==> config.mk <==
export PLATFORM = sky130hd
export DESIGN_NAME = cfgword_loader
export DESIGN_NICKNAME = d
export VERILOG_FILES = /design/src/rtl/cfgw_pkg.sv /design/src/rtl/cfgw_seq.sv /design/src/rtl/cfgw_store.sv /design/src/rtl/cfgw_vector.sv /design/src/rtl/cfgword_loader.sv
export SDC_FILE = /design/constraint.sdc
export NUM_CORES = 1
export LEC_CHECK = 0
export BUFFER_PORTS_ARGS = -buffer_cell sky130_fd_sc_hd__buf_2
export CORE_AREA = 2 2 193 157
export DETAILED_ROUTE_END_ITERATION = 10
export DIE_AREA = 0 0 195 159
export GPL_TIMING_DRIVEN = 1
export PLACE_DENSITY_LB_ADDON = 0.3
export SETUP_SLACK_MARGIN = 0.4
export SLEW_MARGIN = 20
export SYNTH_ARGS = -nofsm -noshare
export SYNTH_HDL_FRONTEND = slang
export SYNTH_SLANG_ARGS = --single-unit
==> constraint.sdc <==
create_clock -name clk -period 2.75 [get_ports clk]
set_clock_uncertainty 0.2 [all_clocks]
set_input_delay 0.55 -clock clk [delete_from_list [all_inputs] [get_ports clk]]
set_output_delay 0.55 -clock clk [all_outputs]
set_load 0.02 [all_outputs]
==> src/rtl/cfgw_pkg.sv <==
package cfgw_pkg;
   typedef enum logic [1:0] {
      ST_FETCH = 2'd0,
      ST_LAST  = 2'd1,
      ST_DONE  = 2'd2,
      ST_FAIL  = 2'd3
   } fetch_st_e;
endpackage

==> src/rtl/cfgw_seq.sv <==
module cfgw_seq
   import cfgw_pkg::*;
#(
   parameter int NUM_READS   = 32,
   parameter int IDX_W       = 5,
   parameter int TIMEOUT_CYC = 32
) (
   input  logic             clk,
   input  logic             rst_n,
   input  logic             rdy,
   output logic             rd,
   output logic [IDX_W-1:0] idx,
   output logic             cap,
   output logic             hold,
   output logic             done,
   output logic             err
);
   localparam logic [IDX_W-1:0] LAST_IDX = IDX_W'(NUM_READS - 1);

   fetch_st_e  st_q;
   logic       done_q;
   logic       expire;

   assign rd   = (st_q == ST_FETCH);
   assign cap  = rd & rdy;
   assign hold = (st_q != ST_DONE);
   assign done = done_q;
   assign err  = (st_q == ST_FAIL);

   generate
      if (TIMEOUT_CYC > 0) begin : g_timeout
         localparam int TO_W = $clog2(TIMEOUT_CYC + 1);
         logic [TO_W-1:0] wait_q;
         always_ff @(posedge clk or negedge rst_n) begin
            if (!rst_n)        wait_q <= '0;
            else if (!rd || rdy) wait_q <= '0;
            else               wait_q <= wait_q + TO_W'(1);
         end
         assign expire = rd & ~rdy & (wait_q == TO_W'(TIMEOUT_CYC - 1));
      end else begin : g_no_timeout
         assign expire = 1'b0;
      end
   endgenerate

   always_ff @(posedge clk or negedge rst_n) begin
      if (!rst_n) begin
         st_q   <= ST_FETCH;
         idx    <= '0;
         done_q <= 1'b0;
      end else begin
         done_q <= 1'b0;
         unique case (st_q)
            ST_FETCH: begin
               if (cap) begin
                  if (idx == LAST_IDX) st_q <= ST_LAST;
                  else                 idx  <= idx + IDX_W'(1);
               end else if (expire) begin
                  st_q <= ST_FAIL;
               end
            end
            ST_LAST: begin
               st_q   <= ST_DONE;
               done_q <= 1'b1;
            end
            ST_DONE: st_q <= ST_DONE;
            ST_FAIL: st_q <= ST_FAIL;
            default: st_q <= ST_FAIL;
         endcase
      end
   end
endmodule

==> src/rtl/cfgw_store.sv <==
module cfgw_store #(
   parameter int WORDS  = 8,
   parameter int BYTES  = 4,
   parameter int IDX_W  = 5
) (
   input  logic                     clk,
   input  logic                     rst_n,
   input  logic                     cap,
   input  logic [IDX_W-1:0]         idx,
   input  logic [7:0]               din,
   output logic [WORDS*BYTES*8-1:0] words,
   output logic [WORDS-1:0]         vld
);
   localparam int WORD_W = BYTES * 8;
   localparam int BSEL_W = $clog2(BYTES);
   localparam int WSEL_W = IDX_W - BSEL_W;

   logic [WSEL_W-1:0] wsel;
   logic [BSEL_W-1:0] bsel;

   assign wsel = idx[IDX_W-1:BSEL_W];
   assign bsel = idx[BSEL_W-1:0];

   generate
      for (genvar w = 0; w < WORDS; w++) begin : g_word
         logic hit;
         assign hit = cap && (wsel == WSEL_W'(w));

         always_ff @(posedge clk or negedge rst_n) begin
            if (!rst_n)                                   vld[w] <= 1'b0;
            else if (hit && bsel == BSEL_W'(BYTES - 1))   vld[w] <= 1'b1;
         end

         for (genvar b = 0; b < BYTES; b++) begin : g_lane
            // earliest read of a group lands in the top lane
            always_ff @(posedge clk or negedge rst_n) begin
               if (!rst_n)
                  words[w*WORD_W + b*8 +: 8] <= 8'h00;
               else if (hit && bsel == BSEL_W'(BYTES - 1 - b))
                  words[w*WORD_W + b*8 +: 8] <= din;
            end
         end
      end
   endgenerate
endmodule

==> src/rtl/cfgw_vector.sv <==
module cfgw_vector #(
   parameter int          WORD_W     = 32,
   parameter int          ADDR_W     = 32,
   parameter int          PREFIX_POS = 16,
   parameter logic [31:0] HI_BASE    = 32'hFFF0_0000,
   parameter logic [31:0] LO_BASE    = 32'h0000_0000,
   parameter logic [31:0] VEC_OFF    = 32'h0000_0100
) (
   input  logic [WORD_W-1:0] master_word,
   output logic [ADDR_W-1:0] vector
);
   logic [31:0] base;
   assign base   = master_word[PREFIX_POS] ? HI_BASE : LO_BASE;
   assign vector = ADDR_W'(base | VEC_OFF);
endmodule

==> src/rtl/cfgword_loader.sv <==
module cfgword_loader #(
   parameter int ADDR_W      = 32,
   parameter int WORDS       = 8,
   parameter int BYTES       = 4,
   parameter int STRIDE      = 8,
   parameter int TIMEOUT_CYC = 32,
   parameter int PREFIX_POS  = 16,
   localparam int WORD_W     = BYTES * 8
) (
   input  logic                    clk,
   input  logic                    rst_n,
   output logic [ADDR_W-1:0]       rom_addr,
   output logic                    rom_rd,
   input  logic                    rom_rdy,
   input  logic [7:0]              rom_byte,
   output logic [WORDS*WORD_W-1:0] cfg_words,
   output logic [WORDS-1:0]        word_vld,
   output logic                    core_hold,
   output logic                    cfg_done,
   output logic                    fetch_err,
   output logic [ADDR_W-1:0]       boot_vector
);
   localparam int NUM_READS = WORDS * BYTES;
   localparam int IDX_W     = $clog2(NUM_READS);
   localparam int STRIDE_SH = $clog2(STRIDE);

   generate
      if ((1 << STRIDE_SH) != STRIDE) begin : g_bad_stride
         $error("STRIDE must be a power of two");
      end
      if (BYTES < 2 || (1 << $clog2(BYTES)) != BYTES) begin : g_bad_bytes
         $error("BYTES must be a power of two of at least 2");
      end
      if (WORDS < 1 || PREFIX_POS >= WORD_W) begin : g_bad_shape
         $error("WORDS or PREFIX_POS out of range");
      end
   endgenerate

   logic [IDX_W-1:0] idx;
   logic             cap;

   cfgw_seq #(
      .NUM_READS  (NUM_READS),
      .IDX_W      (IDX_W),
      .TIMEOUT_CYC(TIMEOUT_CYC)
   ) u_seq (
      .clk  (clk),
      .rst_n(rst_n),
      .rdy  (rom_rdy),
      .rd   (rom_rd),
      .idx  (idx),
      .cap  (cap),
      .hold (core_hold),
      .done (cfg_done),
      .err  (fetch_err)
   );

   assign rom_addr = ADDR_W'(idx) << STRIDE_SH;

   cfgw_store #(
      .WORDS(WORDS),
      .BYTES(BYTES),
      .IDX_W(IDX_W)
   ) u_store (
      .clk  (clk),
      .rst_n(rst_n),
      .cap  (cap),
      .idx  (idx),
      .din  (rom_byte),
      .words(cfg_words),
      .vld  (word_vld)
   );

   cfgw_vector #(
      .WORD_W    (WORD_W),
      .ADDR_W    (ADDR_W),
      .PREFIX_POS(PREFIX_POS)
   ) u_vec (
      .master_word(cfg_words[WORD_W-1:0]),
      .vector     (boot_vector)
   );
endmodule

## Word-level counts from Yosys, hierarchy flattened

Index checks and enable logic that the tools add are counted.
W data, S select, Z words.

- Bits in registers: 278
- Bits in latches: 0
- Bits in writable memories: 0
- ROM bits: 0
- Bits of input ports: 11
- Logic and storage cells: 124
- Memories kept: 0

- Add/subtract/negate cells: 2
- Multiply operators: 0
- Divide/modulo/power cells: 0
- Magnitude comparators: 0
- Equality and inequality tests: 18
- Shift operators: 0
- Mux-type cells: 7
- Bitwise logic cells: 5
- Reduce and logical (&&, ||, !) cells: 48

Operators by type and width:

| cell | number |
|---|---|
| $logic_and A1 B1 Y1 | 40 |
| $mux W32 | 1 |
| $eq A3 B3 Y1 const B | 4 |
| $eq A2 B2 Y1 const B | 4 |
| $add A6 B1 Y6 const B | 1 |
| $eq A3 B2 Y1 const B | 2 |
| $eq A6 B5 Y1 const B | 1 |
| $mux W2 | 3 |
| $mux W6 | 1 |
| $pmux W2 S3 | 1 |
| $add A5 B1 Y5 const B | 1 |
| $eq A5 B5 Y1 const B | 1 |
| $eq A2 B1 Y1 const B | 2 |
| $logic_not A2 Y1 | 2 |
| $and A1 B1 Y1 | 3 |
| $eq A3 B1 Y1 const B | 1 |
| $logic_not A3 Y1 | 1 |
| $ne A3 B2 Y1 const B | 1 |
| $ne A3 B3 Y1 const B | 1 |
| $reduce_and A3 Y1 | 1 |
| $ne A2 B2 Y1 const B | 1 |
| $not A1 Y1 | 2 |
| $reduce_and A2 Y1 | 1 |
| $reduce_or A2 Y1 | 1 |
| 3 further kinds | 3 |

## Logic depth before layout (Yosys ltp)

- Depth after elaboration: 6
- Depth in mapped cells: 8

## Modules after synthesis

A second synthesis with hierarchy kept.

- Cell total of the unflattened synthesis: 730
- Area, all modules: 11170.7 um2

By module, submodules not included:

| module | times used | cells an instance | area an instance (um2) | seq. area each (um2) |
|---|---|---|---|---|
| cfgw_store | 1 | 610 | 10032.1 | 6606.3 |
| cfgw_seq | 1 | 58 | 684.4 | 350.3 |
| cfgw_vector | 1 | 34 | 247.7 | 0.0 |
| cfgword_loader | 1 | 28 | 206.4 | 0.0 |

## Least setup slack after synthesis

Ideal clock, no wire load.

- Kind: flip-flop to flip-flop
- From: reg u_seq.st_q[0]
- To: reg u_store.words[136]
- Library setup time: 125 ps
- Arrival time: 2070 ps
- Required time: 2425 ps
- Slack: 355 ps
- Cell stages (with the launch flop): 7
- Path through: dfrtp_1 inv_1 ha_1 buf_2 nand4_1 nor3_2 mux2_2

- Cells in the longest elaborated chain, start to end: 4

Ends and longest elaborated chain:

| element | line | source |
|---|---|---|
| from (decl) | cfgw_seq.sv:20 | `fetch_st_e st_q;` |
| from (signal assigned) | cfgw_seq.sv:47 | `st_q <= ST_FETCH;` |
| from (signal assigned) | cfgw_seq.sv:55 | `if (idx == LAST_IDX) st_q <= ST_LAST;` |
| from (signal assigned) | cfgw_seq.sv:58 | `st_q <= ST_FAIL;` |
| $logic_not A2 Y1 | cfgw_seq.sv:24 | `assign rd = (st_q == ST_FETCH);` |
| via rom_rd | cfgword_loader.sv:13 | `output logic rom_rd,` |
| $and A1 B1 Y1 | cfgw_seq.sv:25 | `assign cap = rd & rdy;` |
| $logic_and A1 B1 Y1 | cfgw_store.sv:27 | `assign hit = cap && (wsel == WSEL_W'(w));` |
| $logic_and A1 B1 Y1 | cfgw_store.sv:39 | `else if (hit && bsel == BSEL_W'(BYTES - 1 - b))` |
| to (signal, indexed assignment) | cfgw_store.sv:40 | `words[w*WORD_W + b*8 +: 8] <= din;` |
| to (decl) | cfgw_store.sv:11 | `output logic [WORDS*BYTES*8-1:0] words,` |

The timed path passes the listed nets, and every way through them passes these cells.
A chain may end at the register's enable or synchronous reset.

## Final worst setup path

- From: reg u_seq.idx[2]
- To: out rom_addr[5]

RTL lines:

| element | line | source |
|---|---|---|
| from (decl) | cfgw_seq.sv:12 | `output logic [IDX_W-1:0] idx,` |
| from (signal assigned) | cfgw_seq.sv:56 | `else idx <= idx + IDX_W'(1);` |
| to (decl) | cfgword_loader.sv:12 | `output logic [ADDR_W-1:0] rom_addr,` |

No word-level cell between the ends.

==> impl_metrics.csv <==
group,metric,value,unit
routing,final_antenna_net_count,0,
floorplan,fp.dieW,195,um
floorplan,die_area,31000,um2
final_layout,seqCellArea,6960,um2
synth,synth_area,11200,um2
global_routing,grt_usage,19.1,%
timing,worst_slew_pin_slew,871,ps
floorplan,fp-row-count,56,
timing,period_share,82.5,%
synth,synth_flop_cell,"dfrtp_1",
timing,fin_crit,2270,ps
routing,vias,6932,
placement,io_buffers,295,
power_and_ir_drop,leakage,8.04,nW
power_and_ir_drop,internal_power,6.52,mW
setup_path,required,2000,ps
synth,synth_warnings,0,
final_layout,multi_input_area,3830,um2
placement,gp_congestion,0.776,
setup_path,start_kind,"flop",
timing,whs,257,ps
floorplan,core_area,29000,um2
power_and_ir_drop,seq_power_share,48.7,%
routing,via_per_inst,4.79,
synth,synth_top_area_share,62.2,%
global_routing,grt_start_max_net_pins,59,
job,drv_cap,0,
power_and_ir_drop,clkPwrFrac,48.2,%
synth,synth-edff-count,0,
clock_tree,clk_latency,560,ps
timing,slew_viol_final,0,
synth,syn_avg_cell_area,15.3,um2
clock_tree,cts_tree,"yes",
global_routing,grt_pass1_vias,7007,
power_and_ir_drop,p_sw_share,22.4,%
power_and_ir_drop,combPwrFrac,3.2,%
routing,avgRoutedWirePerCell,20.7,um
routing,drc,0,
placement,dpl.hpwl,19.9,mm
final_layout,fillers,2592,
synth,netlist_top_cells_count,"278 x dfrtp_1, 257 x mux2_2, 59 x buf_4, 28 x clkbuf_1, 20 x nor2_2",
setup_path,arrival,1520,ps
setup_path,worstPathMaxFanout,15,
synth,ys_seq_elements,278,
clock_tree,cts_inserted_buffers,30,
clock_tree,clk_pin_slew,60,ps
timing,rsz0062_at_grt,"false",
timing,setup_violations,0,
synth,synth_most_common_cell,"dfrtp_1",
min_path,min_path_type,"reg2reg",
final_layout,final_cell_count_no_fill,1447,
timing,tns,0,ps
setup_path,endpoint_kind,"output port",
synth,ys_async_sr_fraction,100,%
routing,routed_wl,30.0,mm
synth,synth_top_area_cell,"dfrtp_1",
clock_tree,cts_root_buf,"clkbuf_16",
power_and_ir_drop,vdd_drop_max,509,uV
setup_path,crit_type,"reg2out",
floorplan,die_y,159,um
synth,synth_cells,733,
final_layout,diodes,0,
final_layout,nets,1068,
timing,relSlewSlack,42.0,%
power_and_ir_drop,power.switching,1.88,mW
final_layout,drive_above_1_share,62.8,%
synth,synth_cell_types,31,
power_and_ir_drop,powerDensity,593,nW/um2
synth,yosys-top-cells-area,"dfrtp_1 62%, mux2_2 26%, buf_4 4.0%",
clock_tree,clockBufferDepth,3,
global_routing,grt.overflow.total,0,
global_routing,grt_pass1_wl,45.4,mm
global_routing,antenna_found_initial,0,
synth,yosysSeqAreaShare,62.2,%
clock_tree,cts_sinks,278,
clock_tree,cts_max_level,1,
timing,hold_viol,0,
routing,dr.pass1.iters,4,
placement,dp.cells,1383,
final_layout,areaGrowthSynthToFinish,26.8,%
run_status,status,"complete, no violations",
timing,max_freq,0.441,GHz
floorplan,io_pins,343,
floorplan,initial_core_util,38.5,%
routing,drtIter0Drc,251,
power groups by stage:
| stage | Clock, mW | Combinational, mW | Sequential (mW) |
|---|---|---|---|
| detailed placement | 0 | 0.274 | 4.17 |
| CTS | 4.16 | 0.275 | 4.09 |
| floorplan | 0 | 0.148 | 4.17 |
| global route | 4.32 | 0.295 | 4.09 |
| finish | 4.05 | 0.267 | 4.09 |
| global placement | 0 | 0.273 | 4.17 |
metal layers:
metal / share of wire, % / global-route usage, % / vias to the layer above
li1: - / - / 3054
met1: 45 / 26.5 / 3608
met2: 46 / 29.8 / 224
met3: 6.8 / 5.55 / 46
met4: 2.1 / 4.20 / 0
met5: 0 / 0 / -
cell families (layout without fill, tap and decap cells):
family	after synthesis	in the layout	share of synthesized area (%)
flops	278	278	62.2
mux	258	258	26.0
buf+inv	102	394	5.67
simple gates	72	72	4.17
fa+ha+maj	10	10	1.12
xor+xnor	6	6	0.470
compound gates	5	5	0.291
other cells	2	47	0.0672
cells in the final DEF (no fill, tap or decap), types with 4 or more instances in the layout:
| master | synthesis | final |
|---|---|---|
| buf_2 | 6 | 294 |
| dfrtp_1 | 278 | 276 |
| mux2_2 | 257 | 257 |
| conb_1 | 2 | 47 |
| clkbuf_16 | 0 | 31 |
| buf_4 | 59 | 27 |
| nor2_2 | 20 | 14 |
| clkbuf_1 | 28 | 11 |
| buf_12 | 0 | 10 |
| ha_1 | 10 | 9 |
| nor2_1 | 7 | 7 |
| nand2_1 | 7 | 7 |
| inv_1 | 6 | 6 |
| nor2_4 | 0 | 6 |
| or2_2 | 6 | 6 |
| nand2b_1 | 5 | 5 |
| nand4_1 | 5 | 5 |
| clkbuf_8 | 0 | 5 |
| xnor2_1 | 4 | 4 |
critical path: stages, from the launching register on:
cell and delay (ps):
dfrtp_2 530, buf_4 230, buf_2 200
layout make-up:
cell class                 count  area share (%)
inverter                       6           0.159
tap                          377            3.33
multi-input combinational    398            27.0
clock buffer                  47            6.25
clock inverter                 8           0.750
sequential                   278            49.1
timing repair buffer         333            13.4
sequential cells by signal (all words and copies together), names as in the netlist:
| register | flops |
|---|---|
| u_store.words | 256 |
| u_seq.done | 1 |
| u_store.vld | 8 |
| u_seq.st_q | 2 |
| u_seq.g_timeout.wait_q | 6 |
| u_seq.idx | 5 |
through the flow:
stage / instance area [um2] / power (mW) / utilization, % / worst slack (ps)
final: 14200 / 8.40 / 48.9 / 480
after global routing: 14200 / 8.71 / 48.9 / 406
after CTS: 14100 / 8.52 / 48.6 / 406
after detailed placement: 13000 / 4.44 / 44.9 / 237
after global placement: 13000 / 4.44 / 44.9 / 318
after floorplan: 11400 / 4.31 / - / 409
final timing paths:
path / startpoint / endpoint / slack, ps / cells past startpoint
setup / recovery: u_seq.idx[2]$_DFFE_PN0P_ / rom_addr[5] / 480 / 2
hold / removal: u_store.vld[0]$_DFFE_PN0P_ / u_store.vld[0]$_DFFE_PN0P_ / 260 / 1
setup reg to reg: u_seq.st_q[0]$_DFFE_PN0P_ / u_store.words[117]$_DFFE_PN0P_ / 480 / 5
hold reg to reg: u_store.vld[0]$_DFFE_PN0P_ / u_store.vld[0]$_DFFE_PN0P_ / 260 / 1
max in group asynchronous: rst_n / u_store.vld[1]$_DFFE_PN0P_ / 1230 / 4
min in group asynchronous: rst_n / u_store.words[98]$_DFFE_PN0P_ / 310 / 2
timing repair:
action | in CTS | in global routing
setup buffers | 4 | 4
endpoints found under the hold margin | 50 | 0
hold buffers | 1 | 0
pin swaps | 4 | 3
gates resized for setup | 8 | 5
setup endpoints to repair | 106 | 115
Note: power is estimated with default switching activity, not from simulation.
